===== src/rtl/gpio_pkg.sv =====
package gpio_pkg;
    localparam int WORD_W   = 32;
    localparam int NUM_FEAT = 7;

    typedef enum logic [2:0] {
        FEAT_LEVEL = 3'd0,
        FEAT_DIR   = 3'd1,
        FEAT_SET   = 3'd2,
        FEAT_CLR   = 3'd3,
        FEAT_RISE  = 3'd4,
        FEAT_FALL  = 3'd5,
        FEAT_STAT  = 3'd6
    } feat_e;
endpackage


===== src/rtl/gpio_in_sync.sv =====
module gpio_in_sync #(
    parameter int W = 64
) (
    input  logic         clk,
    input  logic         rst_n,
    input  logic [W-1:0] pad_i,
    output logic [W-1:0] level_o,
    output logic [W-1:0] rise_o,
    output logic [W-1:0] fall_o
);
    logic [W-1:0] meta_q;
    logic [W-1:0] sync_q;
    logic [W-1:0] prev_q;

    always_ff @(posedge clk or negedge rst_n) begin
        if (!rst_n) begin
            meta_q <= '0;
            sync_q <= '0;
            prev_q <= '0;
        end else begin
            meta_q <= pad_i;
            sync_q <= meta_q;
            prev_q <= sync_q;
        end
    end

    assign level_o = sync_q;
    assign rise_o  = sync_q & ~prev_q;
    assign fall_o  = ~sync_q & prev_q;
endmodule


===== src/rtl/gpio_edge_word.sv =====
module gpio_edge_word
    import gpio_pkg::*;
(
    input  logic              clk,
    input  logic              rst_n,
    input  logic              we_rise,
    input  logic              we_fall,
    input  logic              we_stat,
    input  logic [WORD_W-1:0] wdata,
    input  logic [WORD_W-1:0] rise_pulse,
    input  logic [WORD_W-1:0] fall_pulse,
    output logic [WORD_W-1:0] rise_en,
    output logic [WORD_W-1:0] fall_en,
    output logic [WORD_W-1:0] status
);
    logic [WORD_W-1:0] hit;
    logic [WORD_W-1:0] clr_mask;
    logic [WORD_W-1:0] status_d;

    always_comb begin
        hit      = (rise_pulse & rise_en) | (fall_pulse & fall_en);
        clr_mask = we_stat ? wdata : '0;
        status_d = (status & ~clr_mask) | hit;
    end

    always_ff @(posedge clk or negedge rst_n) begin
        if (!rst_n) begin
            rise_en <= '0;
            fall_en <= '0;
            status  <= '0;
        end else begin
            if (we_rise) rise_en <= wdata;
            if (we_fall) fall_en <= wdata;
            status <= status_d;
        end
    end
endmodule


===== src/rtl/gpio_out_word.sv =====
module gpio_out_word
    import gpio_pkg::*;
(
    input  logic              clk,
    input  logic              rst_n,
    input  logic              we_dir,
    input  logic              we_set,
    input  logic              we_clr,
    input  logic [WORD_W-1:0] wdata,
    output logic [WORD_W-1:0] dir,
    output logic [WORD_W-1:0] dout
);
    logic [WORD_W-1:0] dout_d;

    always_comb begin
        dout_d = dout;
        if (we_set) dout_d = dout_d | wdata;
        if (we_clr) dout_d = dout_d & ~wdata;
    end

    always_ff @(posedge clk or negedge rst_n) begin
        if (!rst_n) begin
            dir  <= '0;
            dout <= '0;
        end else begin
            if (we_dir) dir <= wdata;
            dout <= dout_d;
        end
    end
endmodule


===== src/rtl/gpio_bank_ctrl.sv =====
module gpio_bank_ctrl
    import gpio_pkg::*;
#(
    parameter int NUM_PINS = 64,
    parameter int ADDR_W   = $clog2(NUM_FEAT * (NUM_PINS / 32))
) (
    input  logic                clk,
    input  logic                rst_n,
    input  logic                reg_wr,
    input  logic                reg_rd,
    input  logic [ADDR_W-1:0]   reg_addr,
    input  logic [31:0]         reg_wdata,
    output logic [31:0]         reg_rdata,
    input  logic [NUM_PINS-1:0] pin_in,
    output logic [NUM_PINS-1:0] pin_out,
    output logic [NUM_PINS-1:0] pin_oe,
    output logic                irq
);
    localparam int NW = NUM_PINS / WORD_W;

    logic [NUM_PINS-1:0] level_vec;
    logic [NUM_PINS-1:0] rise_pls;
    logic [NUM_PINS-1:0] fall_pls;
    logic [NUM_PINS-1:0] dir_vec;
    logic [NUM_PINS-1:0] rise_vec;
    logic [NUM_PINS-1:0] fall_vec;
    logic [NUM_PINS-1:0] status_vec;

    logic [WORD_W-1:0] feat_word [NUM_FEAT][NW];
    logic [WORD_W-1:0] rd_mux;
    logic [WORD_W-1:0] rdata_q;

    gpio_in_sync #(.W(NUM_PINS)) u_sync (
        .clk     (clk),
        .rst_n   (rst_n),
        .pad_i   (pin_in),
        .level_o (level_vec),
        .rise_o  (rise_pls),
        .fall_o  (fall_pls)
    );

    for (genvar w = 0; w < NW; w++) begin : g_word
        localparam int LO = w * WORD_W;
        logic sel_dir, sel_set, sel_clr, sel_rise, sel_fall, sel_stat;

        assign sel_dir  = reg_wr && (reg_addr == ADDR_W'(int'(FEAT_DIR)  * NW + w));
        assign sel_set  = reg_wr && (reg_addr == ADDR_W'(int'(FEAT_SET)  * NW + w));
        assign sel_clr  = reg_wr && (reg_addr == ADDR_W'(int'(FEAT_CLR)  * NW + w));
        assign sel_rise = reg_wr && (reg_addr == ADDR_W'(int'(FEAT_RISE) * NW + w));
        assign sel_fall = reg_wr && (reg_addr == ADDR_W'(int'(FEAT_FALL) * NW + w));
        assign sel_stat = reg_wr && (reg_addr == ADDR_W'(int'(FEAT_STAT) * NW + w));

        gpio_out_word u_out (
            .clk    (clk),
            .rst_n  (rst_n),
            .we_dir (sel_dir),
            .we_set (sel_set),
            .we_clr (sel_clr),
            .wdata  (reg_wdata),
            .dir    (dir_vec[LO +: WORD_W]),
            .dout   (pin_out[LO +: WORD_W])
        );

        gpio_edge_word u_edge (
            .clk        (clk),
            .rst_n      (rst_n),
            .we_rise    (sel_rise),
            .we_fall    (sel_fall),
            .we_stat    (sel_stat),
            .wdata      (reg_wdata),
            .rise_pulse (rise_pls[LO +: WORD_W]),
            .fall_pulse (fall_pls[LO +: WORD_W]),
            .rise_en    (rise_vec[LO +: WORD_W]),
            .fall_en    (fall_vec[LO +: WORD_W]),
            .status     (status_vec[LO +: WORD_W])
        );

        assign feat_word[FEAT_LEVEL][w] = level_vec[LO +: WORD_W];
        assign feat_word[FEAT_DIR][w]   = dir_vec[LO +: WORD_W];
        assign feat_word[FEAT_SET][w]   = '0;
        assign feat_word[FEAT_CLR][w]   = '0;
        assign feat_word[FEAT_RISE][w]  = rise_vec[LO +: WORD_W];
        assign feat_word[FEAT_FALL][w]  = fall_vec[LO +: WORD_W];
        assign feat_word[FEAT_STAT][w]  = status_vec[LO +: WORD_W];
    end

    always_comb begin
        rd_mux = '0;
        for (int f = 0; f < NUM_FEAT; f++) begin
            for (int w = 0; w < NW; w++) begin
                if (reg_addr == ADDR_W'(f * NW + w)) rd_mux = feat_word[f][w];
            end
        end
    end

    always_ff @(posedge clk or negedge rst_n) begin
        if (!rst_n)      rdata_q <= '0;
        else if (reg_rd) rdata_q <= rd_mux;
    end

    assign reg_rdata = rdata_q;
    assign pin_oe    = dir_vec;
    assign irq       = |status_vec;
endmodule


===== config.mk =====
export PLATFORM = sky130hd
export DESIGN_NAME = gpio_bank_ctrl
export DESIGN_NICKNAME = d
export VERILOG_FILES = /design/src/rtl/gpio_pkg.sv /design/src/rtl/gpio_in_sync.sv /design/src/rtl/gpio_edge_word.sv /design/src/rtl/gpio_out_word.sv /design/src/rtl/gpio_bank_ctrl.sv
export SDC_FILE = /design/constraint.sdc
export NUM_CORES = 1
export LEC_CHECK = 0
export BUFFER_PORTS_ARGS = -buffer_cell sky130_fd_sc_hd__buf_2
export CORE_UTILIZATION = 55
export CTS_CLUSTER_DIAMETER = 40
export CTS_CLUSTER_SIZE = 14
export DETAILED_ROUTE_END_ITERATION = 6
export PLACE_DENSITY = 0.88
export SLEW_MARGIN = 15
export SYNTH_ARGS = -nofsm -noshare
export SYNTH_HDL_FRONTEND = slang
export SYNTH_SLANG_ARGS = --single-unit

===== constraint.sdc =====
create_clock -name clk -period 3.8 [get_ports clk]
set_input_delay 0.38 -clock clk [delete_from_list [all_inputs] [get_ports clk]]
set_output_delay 0.38 -clock clk [all_outputs]
set_load 0.02 [all_outputs]

==> qor.csv, run 1 <==
metric,value,unit
postPlaceCellArea,24200,sq um
dieArea,42600,sq um
cp_cell_sequence,nor4_1 -> nand4_1 -> or4_1 -> buf_2,
fin_area,27100,sq um
numCtsBuffers,67,
syn_area,23000,sq um
slew_headroom,15.4,%
cts_buffer_depth,3,
fin_skew,0.0200,ns
nets,2309,
clk_pin_slew,0.06,ns
synth_cell_type_count,44,
root_buffer,clkbuf_16,
via_per_inst,6.40,
antenna_found_initial,4,
drv_slew,0,
nFillCells,2811,
tightestPinTransition,1.27,ns
path_buf_inv,1,
grt_max_degree,89,
rows,74,
grt_overflow,0,
firstDrtPassIters,7,
worstSetupPathType,register to output pin,
register_area,13600,sq um
ioPinCount,265,
cts_tree,built,
grtUsageTotal,32.2,%
setup_viol,0,
timing.final.crit_share,82.1,%
cts.sinks,544,
clock_latency,0.59,ns
start_util,56.0,%
worstHoldPathType,input pin to register,
crit_family,simple AND/OR/NAND/NOR gates,
peakVddDrop,0.718,mV
synth_cells,1977,
htree_levels,3,
status,finished with violations,
power_density,616,nW/um^2
cp-start-kind,register,
grt_pass1_wl,104000,um
io_buffers,264,
num_vias,17900,
drtIter0Drc,2314,
post_drt_wl_per_cell,24.2,um
drv_cap,0,
multi_input_area,8050,sq um
worstPathArrival,2.74,ns
met3_usage,8.25,%
violations,DRC,
worst_ep_required_time,3.42,ns
end_kind,output pin,
gr-usage-met1,42.0,%
slowest_delay,0.69,ns
post-route-drc-count,24,
cts_resized,0,
pre_cts_ws,0.851,ns
synth_seq_cells,544,
finalHoldViolations,0,
die_w,206,um
grt.met2_usage,49.0,%
cpMaxStageDelayCell,nor4_1,
ys_seq_area_share,59.2,%
yosysWarnings,0,
crit_path_max_fanout,3,
fmaxAchievable,320,MHz
area_growth,17.8,%
syn_area_per_cell,11.6,sq um
layout_setup_ws,0.680,ns
grt_setup_unrepaired,no,
gp_congestion,0.899,
ys.flop_type,dfrtp_1,
grt.busiest_layer,met2,
die_y,206,um
power.leakage,12.1,nW
p_total,16.7,mW
grt_pass1_vias,18300,
setup_tns,0,ns
synth_fp_nets,2081,
period_minus_slack,3.12,ns
core-area,41000,sq um
synthArstFlopShare,100,%
final_common_cell,dfrtp_1,
post_route_cells_drive_above_1_share,25.1,%
wirelength,67600,um
hpwl,41100,um
mostFrequentLayoutCells,"dfrtp_1 (544), buf_2 (261), a21oi_1 (186), nand2_1 (163), mux2_2 (122)",
synth_edf_count,0,
ant_nets,0,
through the flow:
stage | utilization [%] | cells | hold WS, ns
after floorplan | - | 1977 | 0.0844
after global placement | 58.9 | 2603 | 0.334
after detailed placement | 58.9 | 2603 | 0.335
after CTS | 66.0 | 2789 | 0.0658
after global routing | 66.0 | 2789 | 0.0957
final | 66.0 | 2790 | 0.0821
cells in the mapped netlist (5+ instances only):
cell / count / share of area [%]
a21oi_1: 186 / 4.0
a221oi_1: 30 / 1.1
a2bb2oi_1: 29 / 1.1
buf_2: 70 / 1.5
buf_4: 90 / 2.9
buf_6: 8 / 0.39
clkbuf_1: 34 / 0.56
dfrtp_1: 544 / 59
inv_1: 33 / 0.54
mux2_1: 37 / 1.8
mux2_2: 122 / 6.0
mux2i_1: 94 / 4.1
nand2_1: 164 / 2.7
nand2b_1: 5 / 0.14
nand3b_1: 67 / 2.2
nand4_1: 5 / 0.14
nor2_1: 66 / 1.1
nor3_2: 5 / 0.22
nor4_1: 16 / 0.44
o211ai_1: 64 / 2.1
o21a_1: 32 / 1.0
o21ai_0: 105 / 2.3
o21ai_1: 104 / 2.3
o21ai_2: 10 / 0.38
o22ai_1: 31 / 0.84
logic make-up (layout without fill, tap and decap cells):
kind of cell	count (synthesis)	after routing	share of synthesized area, %
AOI/OAI and AO/OA	597	597	15.4
and+or+nand+nor	340	340	7.24
DFF	544	544	59.2
other	0	1	0
buffers and inverters	241	521	6.05
muxes	255	255	12.1
worst paths after layout:
path | end | slack (ns) | start | cells after the start
max | irq | 0.68 | g_word[1].u_edge.status[1]$_DFF_PN0_ | 4
min | register | 0.08 | reg_wdata[29] | 2
max reg2reg | reg_rdata[21]$_DFFE_PN0P_ | 2.31 | u_sync.level_o[53]$_DFF_PN0_ | 4
min reg2reg | u_sync.level_o[42]$_DFF_PN0_ | 0.34 | u_sync.meta_q[42]$_DFF_PN0_ | 0
max in group asynchronous | u_sync.level_o[46]$_DFF_PN0_ | 2.39 | rst_n | 3
min in group asynchronous | u_sync.meta_q[56]$_DFF_PN0_ | 0.39 | rst_n | 2
layer usage:
metal | routed length (um) | vias to the layer above
met5 | 40 | -
met4 | 4020 | 6
met3 | 7250 | 316
met2 | 30700 | 1250
met1 | 25600 | 8789
li1 | - | 7507
final cells by class:
cell class                 instances  share of cell area [%]
antenna                            1                 0.00924
clock buffer                      81                    6.88
clock inverter                    40                    1.56
inverter                          34                   0.471
multi-input combinational       1192                    29.7
sequential                       544                    50.2
tap                              532                    2.46
timing repair buffer             366                    8.66
power breakdown:
group	leakage, nW	switching [mW]	internal [mW]	total (mW)
sequential	6.41	0.790	6.66	7.45
combinational	4.56	1.62	1.12	2.74
clock	1.12	2.64	3.86	6.50
total	12.1	5.05	11.6	16.7
repair_timing:
| action | in CTS | in global routing |
|---|---|---|
| endpoints found under the hold margin | 144 | 0 |
| setup buffers | 0 | 0 |
| endpoints found under the setup margin | 0 | 0 |
| hold buffers | 65 | 0 |
No activity file was read; power rests on OpenSTA's default activity.
==> run 2: changes to the inputs <==
--- a/config.mk
+++ b/config.mk
@@ -6,7 +6,7 @@
 export NUM_CORES = 1
 export LEC_CHECK = 0
 export BUFFER_PORTS_ARGS = -buffer_cell sky130_fd_sc_hd__buf_2
-export CORE_UTILIZATION = 55
+export CORE_UTILIZATION = 53
 export CTS_CLUSTER_DIAMETER = 40
 export CTS_CLUSTER_SIZE = 14
 export DETAILED_ROUTE_END_ITERATION = 6
==> constraint.sdc (replaced) <==
create_clock -name clk -period 2.7 [get_ports clk]
set_input_delay 0.27 -clock clk [delete_from_list [all_inputs] [get_ports clk]]
set_output_delay 0.27 -clock clk [all_outputs]
set_load 0.02 [all_outputs]
==> qor.csv, run 2 (synthesis gave the netlist of run 1 again) <==
metric,value,unit
finalHoldViolations,0,
via_per_inst,6.27,
tightestPinTransition,0.962,ns
setup_tns,0,ns
grt_pass1_vias,18500,
nets,2353,
cts_tree,built,
hold_depth,2,
intPower,16.9,mW
slew_headroom,35.9,%
timing.final.crit_share,98.2,%
wirelength,69100,um
sequentialPowerShare,43.4,%
final_common_cell,dfrtp_1,
antenna_found_initial,3,
post_drt_wl_per_cell,24.0,um
whs,0.0233,ns
worstSetupPathType,register to output pin,
worstHoldPathType,input pin to register,
cp-start-kind,register,
status,completed,
r2r_cells,4,
postCtsSetupBuffers,0,
worstPathArrival,2.38,ns
die_w,210,um
post-route-drc-count,0,
worst_ep_required_time,2.43,ns
fmaxAchievable,377,MHz
grt.met2_usage,49.6,%
clock_latency,0.60,ns
ant_nets,0,
grt_pass1_wl,106000,um
cts_buffer_depth,3,
pre_cts_ws,0.444,ns
grt_max_degree,101,
p_total,24.2,mW
mostFrequentLayoutCells,"dfrtp_1 (544), buf_2 (261), a21oi_1 (186), nand2_1 (163), mux2_2 (122)",
io_buffers,264,
rows,75,
cts.sinks,544,
power_frac_comb,16.3,%
grtUsageTotal,31.6,%
gr-usage-met1,41.0,%
power_density,869,nW/um^2
htree_levels,3,
start_util,54.3,%
drv_cap,0,
final_core_util,65.7,%
fin_skew,0.0291,ns
ioPinCount,265,
drtIter0Drc,2260,
period_minus_slack,2.65,ns
switching_share,30.1,%
firstDrtPassIters,6,
clk_pin_slew,0.06,ns
p_switching,7.27,mW
power.leakage,12.4,nW
grt_overflow,0,
numCtsBuffers,71,
num_vias,18100,
root_buffer,clkbuf_16,
hpwl,42200,um
crit_path_max_fanout,3,
area_growth,20.9,%
setup_viol,0,
peakVddDrop,0.530,mV
post_route_cells_drive_above_1_share,25.8,%
layout_setup_ws,0.0482,ns
die_y,210,um
grt_setup_unrepaired,no,
met3_usage,7.85,%
clock_power_share,40.4,%
end_kind,output pin,
core-area,42300,sq um
dieArea,44200,sq um
grt.busiest_layer,met2,
gp_congestion,0.900,
drv_slew,0,
==> run 2: path summary, 6_finish.rpt <==
check,start,slack (ns),endpoint
max in group asynchronous,rst_n,1.52,u_sync.level_o[24]$_DFF_PN0_
min in group asynchronous,rst_n,0.23,u_sync.prev_q[36]$_DFF_PN0_
min,reg_wdata[24],0.02,register
min reg2reg,u_sync.meta_q[26]$_DFF_PN0_,0.35,u_sync.level_o[26]$_DFF_PN0_
max reg2reg,u_sync.level_o[62]$_DFF_PN0_,1.23,reg_rdata[30]$_DFFE_PN0P_
max,g_word[0].u_edge.status[28]$_DFF_PN0_,0.05,irq
==> run 2: layout make-up <==
type / count / area, sq um
Multi-Input combinational cell: 1192 / 8090
Tap cell: 577 / 722
Antenna cell: 3 / 7.51
Clock inverter: 45 / 544
Clock buffer: 79 / 1910
Fill cell: 2974 / 14500
Sequential cell: 544 / 13600
Timing Repair Buffer: 406 / 2780
Inverter: 34 / 128
==> run 2: power groups by stage <==
stage	combinational (mW)	sequential (mW)	clock, mW
2_1_floorplan	2.41	10.5	0
4_1_cts	3.88	10.4	9.82
3_3_place_gp	3.57	10.4	0
3_5_place_dp	3.72	10.5	0
5_1_grt	4.24	10.6	10.2
6_report	3.93	10.5	9.75
==> run 2: timing repair <==
item / in CTS / in global routing
hold buffers: 89 / 0
gates resized for setup: 5 / 1
pin swaps: 0 / 0
endpoints found under the hold margin: 150 / 0
setup endpoints to repair: 1 / 1
==> run 2: critical path, cell delays in order (launching register included) <==
cell     delay [ns]
dfrtp_1        0.40
nor4_1         0.42
nand4_1        0.22
or4_1          0.55
buf_2          0.20
==> run 2: metrics by stage <==
| stage | instance area [sq um] | instances |
|---|---|---|
| after CTS | 27800 | 2877 |
| after global placement | 24400 | 2664 |
| final | 27800 | 2880 |
| after detailed placement | 24400 | 2664 |
| after floorplan | 23000 | 1977 |
| after global routing | 27800 | 2879 |
==> run 2: layer usage <==
| metal | up-vias | wire length (um) |
|---|---|---|
| met1 | 8939 | 26200 |
| met2 | 1219 | 32300 |
| met3 | 283 | 7250 |
| met4 | 2 | 3280 |
| li1 | 7609 | - |
| met5 | - | 54 |
